**src/rtl/fwdq_pkg.sv**
```systemverilog
// Shared types for the forwarded-request handler.
// Assumes a 4-bit line state code and a 4-bit request type code.
package fwdq_pkg;

    typedef enum logic [3:0] {
        LS_I   = 4'd0,  LS_S   = 4'd1,  LS_O   = 4'd2,  LS_M   = 4'd3,
        LS_MM  = 4'd4,  LS_IS  = 4'd5,  LS_IM  = 4'd6,  LS_SM  = 4'd7,
        LS_OM  = 4'd8,  LS_MW  = 4'd9,  LS_MMW = 4'd10, LS_MI  = 4'd11,
        LS_SI  = 4'd12, LS_OI  = 4'd13, LS_II  = 4'd14, LS_RSV = 4'd15
    } line_st_t;

    localparam logic [3:0] RQ_EXCL  = 4'd0;
    localparam logic [3:0] RQ_SHRD  = 4'd1;
    localparam logic [3:0] RQ_DMARD = 4'd2;
    localparam logic [3:0] RQ_DMAWR = 4'd3;
    localparam logic [3:0] RQ_INV   = 4'd4;
    localparam logic [3:0] RQ_WBACK = 4'd5;
    localparam logic [3:0] RQ_WBDAT = 4'd6;

    typedef enum logic [2:0] {
        EV_OWN_X, EV_FWD_X, EV_FWD_S, EV_FWD_DMA,
        EV_INVAL, EV_WB_ACK, EV_WB_ACKD, EV_BAD
    } fwd_ev_t;

    typedef struct packed {
        logic     send;
        logic     from_wb;
        logic     excl;
        logic     pop;
        logic     recyc;
        logic     err;
        line_st_t nxt;
    } fwd_act_t;

endpackage

```
**src/rtl/fwdq_classify.sv**
```systemverilog
// Request classifier: turns a type code plus requestor identity into an event.
// Assumes SELF_ID / SELF_KIND identify this cache; purely combinational.
module fwdq_classify
    import fwdq_pkg::*;
#(
    parameter int ID_W      = 4,
    parameter int KIND_W    = 2,
    parameter int SELF_ID   = 3,
    parameter int SELF_KIND = 1
) (
    input  logic [3:0]        rq_type,
    input  logic [ID_W-1:0]   rq_id,
    input  logic [KIND_W-1:0] rq_kind,
    output fwd_ev_t           ev
);
    localparam logic [ID_W-1:0]   MY_ID   = ID_W'(SELF_ID);
    localparam logic [KIND_W-1:0] MY_KIND = KIND_W'(SELF_KIND);

    logic is_self;
    assign is_self = (rq_id == MY_ID) && (rq_kind == MY_KIND);

    // Map the type code to an event; exclusive kinds split by requestor identity.
    always_comb begin
        case (rq_type)
            RQ_EXCL, RQ_DMAWR: ev = is_self ? EV_OWN_X : EV_FWD_X;
            RQ_SHRD:           ev = EV_FWD_S;
            RQ_DMARD:          ev = EV_FWD_DMA;
            RQ_INV:            ev = EV_INVAL;
            RQ_WBACK:          ev = EV_WB_ACK;
            RQ_WBDAT:          ev = EV_WB_ACKD;
            default:           ev = EV_BAD;
        endcase
    end
endmodule

```
**src/rtl/fwdq_table.sv**
```systemverilog
// Transition table: applies an event to a line state and yields the action.
// Assumes a writeback-buffer source is only usable while wbuf_ok is high.
module fwdq_table
    import fwdq_pkg::*;
(
    input  fwd_ev_t  ev,
    input  line_st_t st,
    input  logic     wbuf_ok,
    output fwd_act_t act
);
    fwd_act_t base;
    logic     st_wait, st_wbk, st_has, st_own;

    assign st_wait = (st == LS_MW) || (st == LS_MMW);
    assign st_wbk  = (st inside {LS_MI, LS_SI, LS_OI});
    assign st_has  = (st inside {LS_S, LS_O, LS_SM, LS_OM, LS_M, LS_MM});
    assign st_own  = (st inside {LS_O, LS_M, LS_MM});

    // Base outcome per (state, event) before the buffer-availability check.
    always_comb begin
        base     = '0;
        base.pop = 1'b1;
        base.nxt = st;
        if (ev == EV_BAD) begin
            base.err = 1'b1;
        end else if (st_wait && (ev inside {EV_OWN_X, EV_FWD_X, EV_FWD_S,
                                             EV_FWD_DMA, EV_INVAL})) begin
            base.pop   = 1'b0;
            base.recyc = 1'b1;
        end else begin
            case (ev)
                EV_FWD_DMA, EV_FWD_S: begin
                    if (st_has) begin
                        base.send = 1'b1;
                        if (ev == EV_FWD_S && (st == LS_M || st == LS_MM))
                            base.nxt = LS_O;
                    end else if (st_wbk) begin
                        base.send    = 1'b1;
                        base.from_wb = 1'b1;
                    end
                end
                EV_FWD_X: begin
                    if (st_wbk) begin
                        base.send    = 1'b1;
                        base.from_wb = 1'b1;
                        base.excl    = 1'b1;
                        base.nxt     = LS_II;
                    end else if (st_own || st == LS_OM) begin
                        base.send = 1'b1;
                        base.excl = 1'b1;
                        base.nxt  = (st == LS_OM) ? LS_IM : LS_I;
                    end
                end
                EV_INVAL: begin
                    case (st)
                        LS_S:    base.nxt = LS_I;
                        LS_SM:   base.nxt = LS_IM;
                        LS_SI:   base.nxt = LS_II;
                        default: base.nxt = st;
                    endcase
                end
                EV_WB_ACK: begin
                    if (st_wbk || st == LS_II) base.nxt = LS_I;
                end
                EV_WB_ACKD: begin
                    if (st_wbk) begin
                        base.send    = 1'b1;
                        base.from_wb = 1'b1;
                    end
                    if (st_wbk || st == LS_II) base.nxt = LS_I;
                end
                default: base.nxt = st;
            endcase
        end
    end

    // Turn a buffer-sourced outcome into a retry when the buffer is not ready.
    always_comb begin
        act = base;
        if (base.send && base.from_wb && !wbuf_ok) begin
            act       = '0;
            act.recyc = 1'b1;
            act.nxt   = st;
        end
    end
endmodule

```
**src/rtl/fwd_handler.sv**
```systemverilog
// Forwarded-request handler top: classify, look up, then register the action.
// Assumes one message per cycle; outputs are valid the cycle after acceptance.
module fwd_handler
    import fwdq_pkg::*;
#(
    parameter int ID_W      = 4,
    parameter int KIND_W    = 2,
    parameter int ADDR_W    = 16,
    parameter int SELF_ID   = 3,
    parameter int SELF_KIND = 1
) (
    input  logic              clk,
    input  logic              rst_n,
    input  logic              req_valid,
    input  logic [3:0]        req_type,
    input  logic [ID_W-1:0]   req_id,
    input  logic [KIND_W-1:0] req_kind,
    input  logic [ADDR_W-1:0] req_addr,
    input  logic [3:0]        line_state,
    input  logic              wbuf_valid,
    output logic              rsp_valid,
    output logic              rsp_from_wb,
    output logic              rsp_excl,
    output logic [ADDR_W-1:0] rsp_addr,
    output logic [3:0]        nxt_state,
    output logic              pop,
    output logic              recycle,
    output logic              type_err
);
    fwd_ev_t  ev;
    fwd_act_t act;
    fwd_act_t act_q;

    fwdq_classify #(
        .ID_W(ID_W), .KIND_W(KIND_W), .SELF_ID(SELF_ID), .SELF_KIND(SELF_KIND)
    ) u_cls (
        .rq_type(req_type), .rq_id(req_id), .rq_kind(req_kind), .ev(ev)
    );

    fwdq_table u_tbl (
        .ev(ev), .st(line_st_t'(line_state)), .wbuf_ok(wbuf_valid), .act(act)
    );

    // Capture the action of an accepted message; idle cycles clear it.
    always_ff @(posedge clk) begin
        if (!rst_n) begin
            act_q    <= '0;
            rsp_addr <= '0;
        end else begin
            act_q    <= req_valid ? act : '0;
            rsp_addr <= req_valid ? req_addr : rsp_addr;
        end
    end

    assign rsp_valid   = act_q.send;
    assign rsp_from_wb = act_q.from_wb;
    assign rsp_excl    = act_q.excl;
    assign nxt_state   = act_q.nxt;
    assign pop         = act_q.pop;
    assign recycle     = act_q.recyc;
    assign type_err    = act_q.err;
endmodule

```
**config.mk**
```make
export PLATFORM = sky130hd
export DESIGN_NAME = fwd_handler
export DESIGN_NICKNAME = d
export VERILOG_FILES = /design/src/rtl/fwdq_pkg.sv /design/src/rtl/fwdq_classify.sv /design/src/rtl/fwdq_table.sv /design/src/rtl/fwd_handler.sv
export SDC_FILE = /design/constraint.sdc
export NUM_CORES = 1
export LEC_CHECK = 0
export BUFFER_PORTS_ARGS = -buffer_cell sky130_fd_sc_hd__clkbuf_2
export CAP_MARGIN = 15
export CORE_UTILIZATION = 49
export CTS_BUF_LIST = sky130_fd_sc_hd__clkbuf_16
export CTS_CLUSTER_SIZE = 28
export DETAILED_ROUTE_END_ITERATION = 7
export PLACE_DENSITY = 0.87
export REMOVE_ABC_BUFFERS = 1
export SYNTH_ARGS = -nofsm -noshare
export SYNTH_HDL_FRONTEND = slang
export SYNTH_SLANG_ARGS = --single-unit
export TNS_END_PERCENT = 20
```
**constraint.sdc**
```tcl
create_clock -name clk -period 1.85 [get_ports clk]
set_clock_uncertainty 0.15 [all_clocks]
set_input_delay 0.185 -clock clk [delete_from_list [all_inputs] [get_ports clk]]
set_output_delay 0.185 -clock clk [all_outputs]
set_load 0.03 [all_outputs]
```
-- Yosys cells after proc, flatten, opt, wreduce, memory -nomap -nowiden
Index checks and enable logic that the tools add are counted.
- flip-flop bits (word level): 26
- output and inout port bits: 26
- eq/ne operators: 27
- multiplexer cells: 25
- bitwise operators: 3
- reduce and logical (&&, ||, !) cells: 22
- operators by type and width (cell ; number):
    $eq 4x4->1 const B ; 7
    $mux 4 ; 7
    $eq 4x2->1 const B ; 5
    $eq 4x3->1 const B ; 5
    $pmux 3 s6 ; 1
    $pmux 4 s4 ; 1
    $eq 3x3->1 const B ; 4
    $pmux 4 s3 ; 1
    $eq 4x1->1 const B ; 2
    $mux 1 ; 8
    $eq 3x2->1 const B ; 2
    $mux 3 ; 2
    $mux 6 ; 1
    $pmux 2 s3 ; 1
    $reduce_bool 3->1 ; 2
    $reduce_bool 6->1 ; 1
    $reduce_or 2->1 ; 3
    $reduce_or 6->1 ; 1
    $logic_and 1x1->1 ; 5
    $mux 5 ; 1
    $reduce_bool 5->1 ; 1
    $logic_not 4->1 ; 1
    $logic_or 1x1->1 ; 4
    $mux 2 ; 2
    7 further kinds ; 9

-- Logic depth before layout (Yosys ltp)
Gate-level depths: netlist of run 1.
- word-level depth: 12
- depth in mapped cells: 7
- depth with buffers taken out: 5

-- Modules after synthesis
A second synthesis of run 1 with hierarchy kept.
- cells, all modules: 187
- area, all modules: 1620.3 um^2
- by module, submodules not included (module ; instances ; cells an instance ; area each (um^2) ; seq. area each (um^2)):
    fwd_handler ; 1 ; 73 ; 897.1 ; 520.5
    fwdq_table ; 1 ; 103 ; 643.1 ; 0.0
    fwdq_classify ; 1 ; 11 ; 80.1 ; 0.0

-- Least setup slack after synthesis of run 1
Ideal clock, no wire load.
- path kind: input to register
- start: in req_type[3]
- end: reg act_q, in the netlist nxt_state[1]
- data arrival time: 1437 ps
- data required time: 1621 ps
- slack: 184 ps
- cell stages on the path: 6
- path buffers: 1
- path through: buf_6 -> or3b_4 -> a2111oi_4 -> a211oi_2 -> and4_4 -> a211oi_2
- longest elaborated chain between the ends: 11
- elaborated cells between the ends (all ways): 33
- classes of those cells: eq/ne: 13; mux: 10; reduce/logical: 10
- RTL lines (item ; line ; text):
    from (decl) ; fwd_handler.sv:15 ; input logic [3:0] req_type,
    $eq 4x2->1 or $logic_not 4->1 (tied branches) ; fwdq_classify.sv:24 ; case (rq_type)
    $reduce_or 2->1 ; fwdq_classify.sv:24 ;
    $pmux 3 s6 * ; fwdq_classify.sv:24 ;
    $eq 3x2->1, or another cell as far along ; fwdq_table.sv:26, fwdq_table.sv:31, fwdq_table.sv:35 ;
    $logic_and 1x1->1, or another cell as far along ; fwdq_table.sv:35 ; if (ev == EV_FWD_S && (st == LS_M || st == LS_MM))
    $mux 4, or another cell as far along ; fwdq_table.sv:35 ;
    $mux 4 or $mux 3 (tied branches) ; fwdq_table.sv:33, fwdq_table.sv:26 ;
    $pmux 4 s4 or $mux 5 (tied branches) ; fwdq_table.sv:31, fwdq_table.sv:24 ;
    $mux 4 or $logic_and 1x1->1 (tied branches) ; fwdq_table.sv:26, fwdq_table.sv:80 ;
    $mux 4 or $logic_and 1x1->1 (tied branches) ; fwdq_table.sv:24, fwdq_table.sv:80 ;
    $mux 6 * ; fwdq_table.sv:80 ; if (base.send && base.from_wb && !wbuf_ok) begin
    to (signal assigned) ; fwd_handler.sv:50 ; act_q <= req_valid ? act : '0;
    to (decl) ; fwd_handler.sv:32 ; fwd_act_t act_q;
Mark *: on every way between the ends. The rest lies on a longest branch, timed or not.
A chain may end at the register's enable or synchronous reset.

-- Worst setup path after layout of run 1
- start: in req_type[1]
- end: reg act_q, in the netlist nxt_state[0]
Same word-level chain as after synthesis.

==> out/qor.txt, run 1 <==
Hold_sp = req_addr[11]
Die Y = 58.9 um
Die Wd = 58.9 um
Gpl congestion = 0.892
Setup Buffers After CTS = 0
Setup-failing EPs final = 0
Measured slew at the worst slew-check pin = 391 ps
Post-CTS Resized = 0
Pwr/cell area = 693 nW/um^2
Die area = 3470 um^2
Status = complete, no violations
Ant diodes = 0
CTS root buf = clkbuf_16
Core Footprint = 3050 um^2
Fin. Hold Viols = 0
R2R setup slack = 1050 ps
Max-Cap Viols = 0
Worst Setup End Kind = flip-flop
CP max stage delay = 420 ps
Setup_tns = 0 ps
Clock latency at the later pin of the worst-skew pair = 260 ps
DRC viols = 0
Max transition margin = 73.9%
Initial core utilization = 52.0%
FILL cells = 252
Cells along the critical path = clkbuf_2 > nand2b_1 > a31oi_2 > a211oi_2 > and4_4 > a31oi_1
Startpoint types = input port
Clock Pin Slew Worst Setup and Hold Paths = 60 ps
Warnings, synthesis = 0
Initial DRC Count = 53
CTS tree = built
Area of the multi-input gates = 981 um^2
Hold crit path type = input port to flip-flop
Number of detailed-route iterations in the first pass = 4
Vias per inst = 5.53
First-pass GRT wire length = 6.64 mm
Fin crit share = 83.7%
Switching part of the total power = 28.1%
Hold endpoint = rsp_addr[11]
Reg2reg path depth = 2
Share of power burned in registers = 42.4%
Synth area leaders = dfxtp_1, mux2i_1, nor2b_1, a21oi_1, o211ai_1
Critical path data required time = 1840 ps
CP max stage cell = a211oi_2
Final core utilization = 67.0%
NetSw = 0.000399 W
Synth area leader = dfxtp_1
P_int = 0.00102 W
Post-CTS Hold Buffers = 0
Hold path cells = 3
Async SR Flop Fraction = 0%
Mean Syn Cell Area = 8.98 um^2
Longest Clk Path Bufs = 2
Placed cell count = 280
Syn Inst Count = 177
Synth unique cells = 57
Max FO, Critical Path = 12
Reg2Reg Capture Point = rsp_addr[1]
#FFs+latches synth = 26
Min Clock Period, post-route = 1550 ps
Ports = 60
Reg2Reg Launch Point = rsp_addr[1]
DRT antenna net count = 0
Total chip power = 0.00142 W
Area share of the leading cell type in the synthesized netlist = 32.8%
Sequential share of the synthesized area = 32.8%
Post-Syn Area = 1590 um^2
Clk sinks = 26
HPWL after detailed placement = 3.15 mm
Synth-to-Final Area Change = 28.8%
Crit path kind = input port to flip-flop
Vias = 1,570
Clock power share = 32.6%
Number of synthesized flops with an enable pin = 0
Grt ovf = 0
Count of port buffers added during placement = 59
Crit path arrival time = 1540 ps
Sequential cell area = 520 um^2
Primary FF master, synth = dfxtp_1
Routed len/inst = 14.5 um
Fin cells = 284
TritonCTS buffer count = 3
Leakage power = 0.931 nW
VDD IR max = 354 uV
Combinational share of power = 25.0%
Detailed Route WL = 4.12 mm
Final net count = 275
Share of cells above drive strength 1 = 37.9%
Clock H-tree levels = 1
Gr usage total = 25.3%
# rows = 20
Largest net degree at the start of global routing = 19
Fin. max-slew vios = 0
Vias in the first global route = 1,437
Unrepaired setup endpoints after global routing = no
Initial antenna violation count = 0
Fmax = 0.645 GHz
## layout make-up
class / count / share of cell area (%)
multi-input cells: 133 / 47.9
flip-flops and latches: 26 / 25.4
repair buffers: 72 / 19.2
clock buffers: 3 / 3.67
well taps: 44 / 2.69
inverters: 5 / 0.917
clock inverters: 1 / 0.183
## state kept, by name, summed over array words and instances, names as in the netlist
name / cells
rsp_addr: 16
nxt_state: 4
pop: 1
recycle: 1
rsp_excl: 1
rsp_from_wb: 1
rsp_valid: 1
type_err: 1
## cells by family (layout without fill, tap and decap cells)
| family | after synthesis | in the layout | share of synthesized area [%] |
|---|---|---|---|
| XOR/XNOR | 3 | 3 | 2.13 |
| buffers and inverters | 18 | 81 | 5.51 |
| AO/OA/AOI/OAI | 51 | 51 | 24.3 |
| multiplexers | 16 | 16 | 10.1 |
| flip-flops | 26 | 26 | 32.8 |
| AND/OR/NAND/NOR | 63 | 63 | 25.3 |
## cell usage after synthesis (2+ instances only)
library cell  number
a21oi_1           13
dfxtp_1           26
a31o_2             2
inv_1              5
nor3_1             8
nand2_1            5
o21a_1             2
mux2i_1           16
buf_2              3
buf_4              2
o21ai_0            6
o211ai_1           6
nor2_1             8
nand3_1            2
nand2b_1           4
o2111ai_1          2
a31oi_1            3
o31a_1             2
nor2b_1           19
clkbuf_1           5
a211oi_2           2
## stage by stage
step | worst slack [ps] | cell area, um^2 | hold slack, ps
after CTS | 318 | 2050 | 38.8
after global placement | 82.7 | 1970 | 298
after floorplan | 307 | 1520 | 151
after global routing | 113 | 2050 | 65.2
final | 301 | 2050 | 36.9
after detailed placement | 51.4 | 1970 | 305
## critical path: cells and delay by family
family                 cells  cell delay [ps]
AND/OR/NAND/NOR            2              490
AO/OA/AOI/OAI              3              620
buffers and inverters      1              240
## layer usage
layer,vias to the layer above,GRT usage [%],part of all wire (%)
li1,779,-,-
met1,705,30.6,42
met4,0,11.6,2.5
met2,77,44.3,49
met3,9,3.52,7.1
met5,-,0,0
## layout by cell type (no fill, tap or decap), types with 4 or more instances in the layout
cell type / count
dfxtp_1: 26
mux2i_1: 16
nand2_1: 5
nor2_1: 8
buf_4: 13
o21ai_0: 6
nor3_1: 8
inv_1: 5
nor2b_1: 19
a21oi_1: 13
nand2b_1: 4
o211ai_1: 6
clkbuf_2: 59
## power by group through the flow
stage,Sequential (W),Clock [W],Combinational (W)
after floorplan,0.000668,0,0.000140
after global placement,0.000610,0,0.000342
after detailed placement,0.000613,0,0.000348
after CTS,0.000601,0.000472,0.000352
after global routing,0.000603,0.000494,0.000383
final,0.000601,0.000462,0.000354
## worst max path at each step
stage / from / to / slack, ps / cells past startpoint
6_report: req_type[1] / nxt_state[0] / 300 / 6
5_1_grt: req_type[1] / rsp_excl / 110 / 6
3_5_place_dp: req_type[1] / nxt_state[0] / 50 / 6
4_1_cts: req_type[1] / nxt_state[1] / 320 / 6
3_3_place_gp: req_type[1] / nxt_state[1] / 80 / 6
2_1_floorplan: req_type[3] / nxt_state[1] / 310 / 5
No activity file was read; power rests on OpenSTA's default activity.
==> inputs of run 2 (changes only) <==
clock period = 1.5 ns   (was 1.85 ns; I/O delays follow)
==> out/qor.txt, run 2 (synthesis gave the netlist of run 1 again) <==
Vias per inst = 5.57
Fin cells = 308
Metal-1 WL = 2.15 mm
Max FO, Critical Path = 7
Fin. max-slew vios = 0
Longest Clk Path Bufs = 2
CTS tree = built
Unrepaired setup endpoints after global routing = yes
Final net count = 299
Gr usage total = 29.1%
Hold crit path type = input port to flip-flop
Cells along the critical path = clkbuf_2 > or3b_4 > a21oi_1 > o21ai_0 > a211oi_1 > a41o_1
Leakage power = 1.07 nW
Total chip power = 0.00203 W
Startpoint types = input port
Status = complete, but fails checks
Crit path arrival time = 1590 ps
Initial core utilization = 52.0%
Clk sinks = 26
VDD IR max = 614 uV
Post-place setup slack = -269 ps
Commonest non-fill, non-tap cell in the layout = clkbuf_2
Met3 WL post-DR = 349 um
Die Y = 58.9 um
Clock latency at the later pin of the worst-skew pair = 260 ps
Post-CTS Hold Buffers = 0
TritonCTS buffer count = 3
Clock Pin Slew Worst Setup and Hold Paths = 60 ps
Highest routed layer = met4
Synth-to-Final Area Change = 45.7%
Vias = 1,717
Final worst slack = -40.4 ps
Initial DRC Count = 103
Pwr/cell area = 877 nW/um^2
Fmax = 0.649 GHz
DR WL met2 = 2.63 mm
Placed cell count = 304
Gpl congestion = 0.934
Die Wd = 58.9 um
CTS root buf = clkbuf_16
Initial antenna violation count = 0
Fin Hold WS = 6.34 ps
Violated checks = negative setup slack
Fin crit share = 103%
Setup-failing EPs final = 3
HPWL after detailed placement = 3.59 mm
Fin. Hold Viols = 0
Core Footprint = 3050 um^2
Setup_tns = -51.9 ps
Measured slew at the worst slew-check pin = 415 ps
Max transition margin = 72.1%
First-pass GRT wire length = 7.69 mm
R2R setup slack = 560 ps
Detailed Route WL = 5.18 mm
Worst Setup End Kind = flip-flop
Share of cells above drive strength 1 = 45.5%
Ports = 60
Number of detailed-route iterations in the first pass = 4
Number of flip-flops under the largest register name = 16
Biggest register = rsp_addr
Largest net degree at the start of global routing = 17
CP max stage cell = or3b_4
Clock H-tree levels = 1
Crit path kind = input port to flip-flop
Max-Cap Viols = 0
CP max stage delay = 410 ps
DRT antenna net count = 0
# rows = 20
DRC viols = 0
Routed len/inst = 16.8 um
Critical path data required time = 1550 ps
Count of port buffers added during placement = 59
Ant diodes = 0
Die area = 3470 um^2
Grt ovf = 0
Most frequent cells in the layout = clkbuf_2, buf_4, dfxtp_1, nor2b_1, mux2i_1
Vias in the first global route = 1,649
Min Clock Period, post-route = 1540 ps
## run 2: path summary, 6_finish.rpt
check	cells past startpoint	start	endpoint
hold / removal	3	req_addr[5]	rsp_addr[5]
setup / recovery	6	req_type[3]	nxt_state[2]
setup reg to reg	2	rsp_addr[15]	rsp_addr[15]
hold reg to reg	2	rsp_addr[14]	rsp_addr[14]
## run 2: power by group
| part | internal [W] | switching [W] |
|---|---|---|
| registers | 0.000725 | 0.0000178 |
| clock network | 0.000531 | 0.000234 |
| logic | 0.000226 | 0.000296 |
## run 2: layout make-up
type                       instances  area [um^2]
clock inverter                     1         30.0
inverter                           5         18.8
timing repair buffer              96          576
multi-input combinational        133         1040
clock buffer                       3         75.1
sequential                        26          520
fill                             217          738
tap                               44         55.1
## run 2: per-layer routing
metal / GRT usage [%] / vias to the layer above
met2: 52.4 / 81
met5: 0 / -
met4: 8.84 / 0
met1: 34.9 / 810
li1: - / 817
met3: 5.05 / 9
## run 2: stage by stage
step	util [%]	area (um^2)
final	75.8	2310
after global routing	75.8	2310
after CTS	73.8	2250
after detailed placement	70.4	2150
after global placement	70.4	2150
after floorplan	-	1520
## run 2: what timing repair did
item | in CTS | in global routing
pin swaps | 1 | 6
setup endpoints to repair | 1 | 8
gates resized for setup | 0 | 13
buffers inserted | 0 | 0
## run 2: critical path: cells and delay by family
kind,cells,cell delay [ps]
buffers and inverters,1,140
AOI/OAI and AO/OA,4,890
and+or+nand+nor,1,410
==> inputs of run 3 (changes only) <==
ABC_AREA = 1   (was not set)
CORE_ASPECT_RATIO = 0.75   (was not set)
CORE_UTILIZATION = 47   (was 49)
PLACE_DENSITY = 0.86   (was 0.87)
==> out/qor.txt, run 3 <==
Setup-failing EPs final = 0
Final Cell Area = 2150 um^2
Synth unique cells = 24
CP max stage cell = a21oi_1
HPWL after detailed placement = 3.06 mm
Measured slew at the worst slew-check pin = 468 ps
Mean Syn Cell Area = 6.28 um^2
Ports = 60
Placed standard-cell area = 1890 um^2
Crit path kind = input port to flip-flop
Post-Synth Adder-Cell Area = 0%
Most frequent cells after synthesis = nor2_1, nand2_1, dfxtp_1, o21ai_0
Multiplexer share of the synthesized area = 0%
Vias in the first global route = 1,778
Crit path max-delay family = simple AND/OR/NAND/NOR gates
Status = complete, no violations
Max transition margin = 68.8%
Pwr/cell area = 937 nW/um^2
Ant diodes = 0
Area share of the leading cell type in the synthesized netlist = 36.8%
Placed cell count = 334
DRC viols = 0
Post-Syn Area = 1410 um^2
Share of cells above drive strength 1 = 31.8%
Vias = 1,875
CP max stage delay = 230 ps
Initial DRC Count = 162
Area of the multi-input gates = 796 um^2
Gpl congestion = 0.941
Largest net degree at the start of global routing = 17
Simple logic cell fraction of the synthesized area = 41.9%
# rows = 16
Clk sinks = 26
Final core utilization = 79.1%
Leakage power = 1.17 nW
Longest Clk Path Bufs = 2
Fin. Hold Viols = 0
Synth area leader = dfxtp_1
Cells along the critical path = clkbuf_2 > nor2_2 > inv_1 > a21oi_1 > nand3_1 > nand2_1 > inv_1 > nand2_2 > nand2_1 > nand2_1 > nor2_2
FILL cells = 205
TritonCTS buffer count = 3
Fmax = 0.718 GHz
Fin cells = 354
Crit path arrival time = 1400 ps
Grt ovf = 0
Vias per inst = 5.30
Core Footprint = 2720 um^2
VDD IR max = 874 uV
Sequential share of the synthesized area = 36.8%
Fin crit share = 92.8%
DRT antenna net count = 0
Worst Setup End Kind = flip-flop
Critical path data required time = 1510 ps
CTS root buf = clkbuf_16
Clock latency at the later pin of the worst-skew pair = 260 ps
Commonest non-fill, non-tap cell in the layout = nor2_1
Min Clock Period, post-route = 1390 ps
Syn Inst Count = 225
Detailed Route WL = 5.04 mm
Die Wd = 65.3 um
Primary FF master, synth = dfxtp_1
Sequential cell area = 520 um^2
Warnings, synthesis = 0
Number of synthesized flops with an enable pin = 0
Gr usage total = 32.0%
Worst path bufs/invs = 3
Unrepaired setup endpoints after global routing = no
Biggest register = rsp_addr
Die area = 3230 um^2
Hold crit path type = input port to flip-flop
Die Y = 49.5 um
Max-Cap Viols = 0
Async SR Flop Fraction = 0%
Post-synthesis compound-gate area fraction = 14.2%
Startpoint types = input port
Count of port buffers added during placement = 59
Routed len/inst = 14.2 um
CTS tree = built
Post-synthesis xor/xnor area fraction = 0%
Number of flip-flops under the largest register name = 16
Largest family of logic cells by synthesized area = simple AND/OR/NAND/NOR gates
Max FO, Critical Path = 5
Most frequent cells in the layout = nor2_1, clkbuf_2, nand2_1, dfxtp_1, o21ai_0
Clock H-tree levels = 1
Synth-to-Final Area Change = 52.3%
Synth area leaders = dfxtp_1, nor2_1, nand2_1, o21ai_0, nand3_1
Setup Buffers After CTS = 0
Final net count = 353
Fin. max-slew vios = 0
Initial antenna violation count = 0
Most common cell on crit path = nand2_1
#FFs+latches synth = 26
Count leader, synth = nor2_1
Number of detailed-route iterations in the first pass = 5
First-pass GRT wire length = 7.94 mm
Clock Pin Slew Worst Setup and Hold Paths = 70 ps
Initial core utilization = 51.9%
## run 3: metrics by stage
step	power (W)	TNS, ps	setup WS [ps]	hold slack, ps
finish	0.00202	0	108	3.12
CTS	0.00197	0	168	1.63
floorplan	0.00101	0	228	126
detailed placement	0.00119	-65.6	-53.3	227
global route	0.00209	0	2.71	25.6
global placement	0.00118	-26.3	-18.5	222
## run 3: path summary, 6_finish.rpt
kind                                   start      endpoint  slack (ps)  cells past startpoint
worst max register to register  rsp_addr[15]  rsp_addr[15]         590                      2
worst max-delay path             req_type[2]  nxt_state[1]         110                     11
worst min register to register   rsp_addr[3]   rsp_addr[3]         350                      2
worst min-delay path              wbuf_valid   rsp_from_wb           3                      3
## run 3: worst register-to-register path, cell delays in order, from the launching register on
cell and delay, ps:
dfxtp_1 330, o21ai_0 260, nor2_1 60
## run 3: layout make-up
class	count	share of cell area (%)
multi-input combinational	174	37.0
clock buffer	3	3.49
clock inverter	1	1.39
sequential	26	24.2
inverter	20	3.54
tap	36	2.09
timing repair buffer	94	28.4
## run 3: report_power, final
group          switching [W]  internal, W  total (W)
clock               0.000246     0.000531   0.000777
sequential         0.0000201     0.000731   0.000751
combinational       0.000304     0.000185   0.000490
total               0.000570      0.00145    0.00202
## run 3: kinds of logic (layout without fill, tap and decap cells)
logic type,count (synthesis),count (layout)
and+or+nand+nor,137,137
buffers and inverters,25,118
AOI/OAI and AO/OA,37,37
DFF,26,26
## run 3: layer usage
metal	track usage (%)	wire, um	vias up
met5	0	0	-
met4	12.0	240	0
met3	7.18	483	32
met2	57.2	2370	131
met1	36.9	1940	801
li1	-	-	911
## run 3: timing repair
action                                  CTS  global route
resized for setup                         0             1
endpoints found under the setup margin    0             2
hold endpoints to repair                 15             1
hold buffers                             15             1
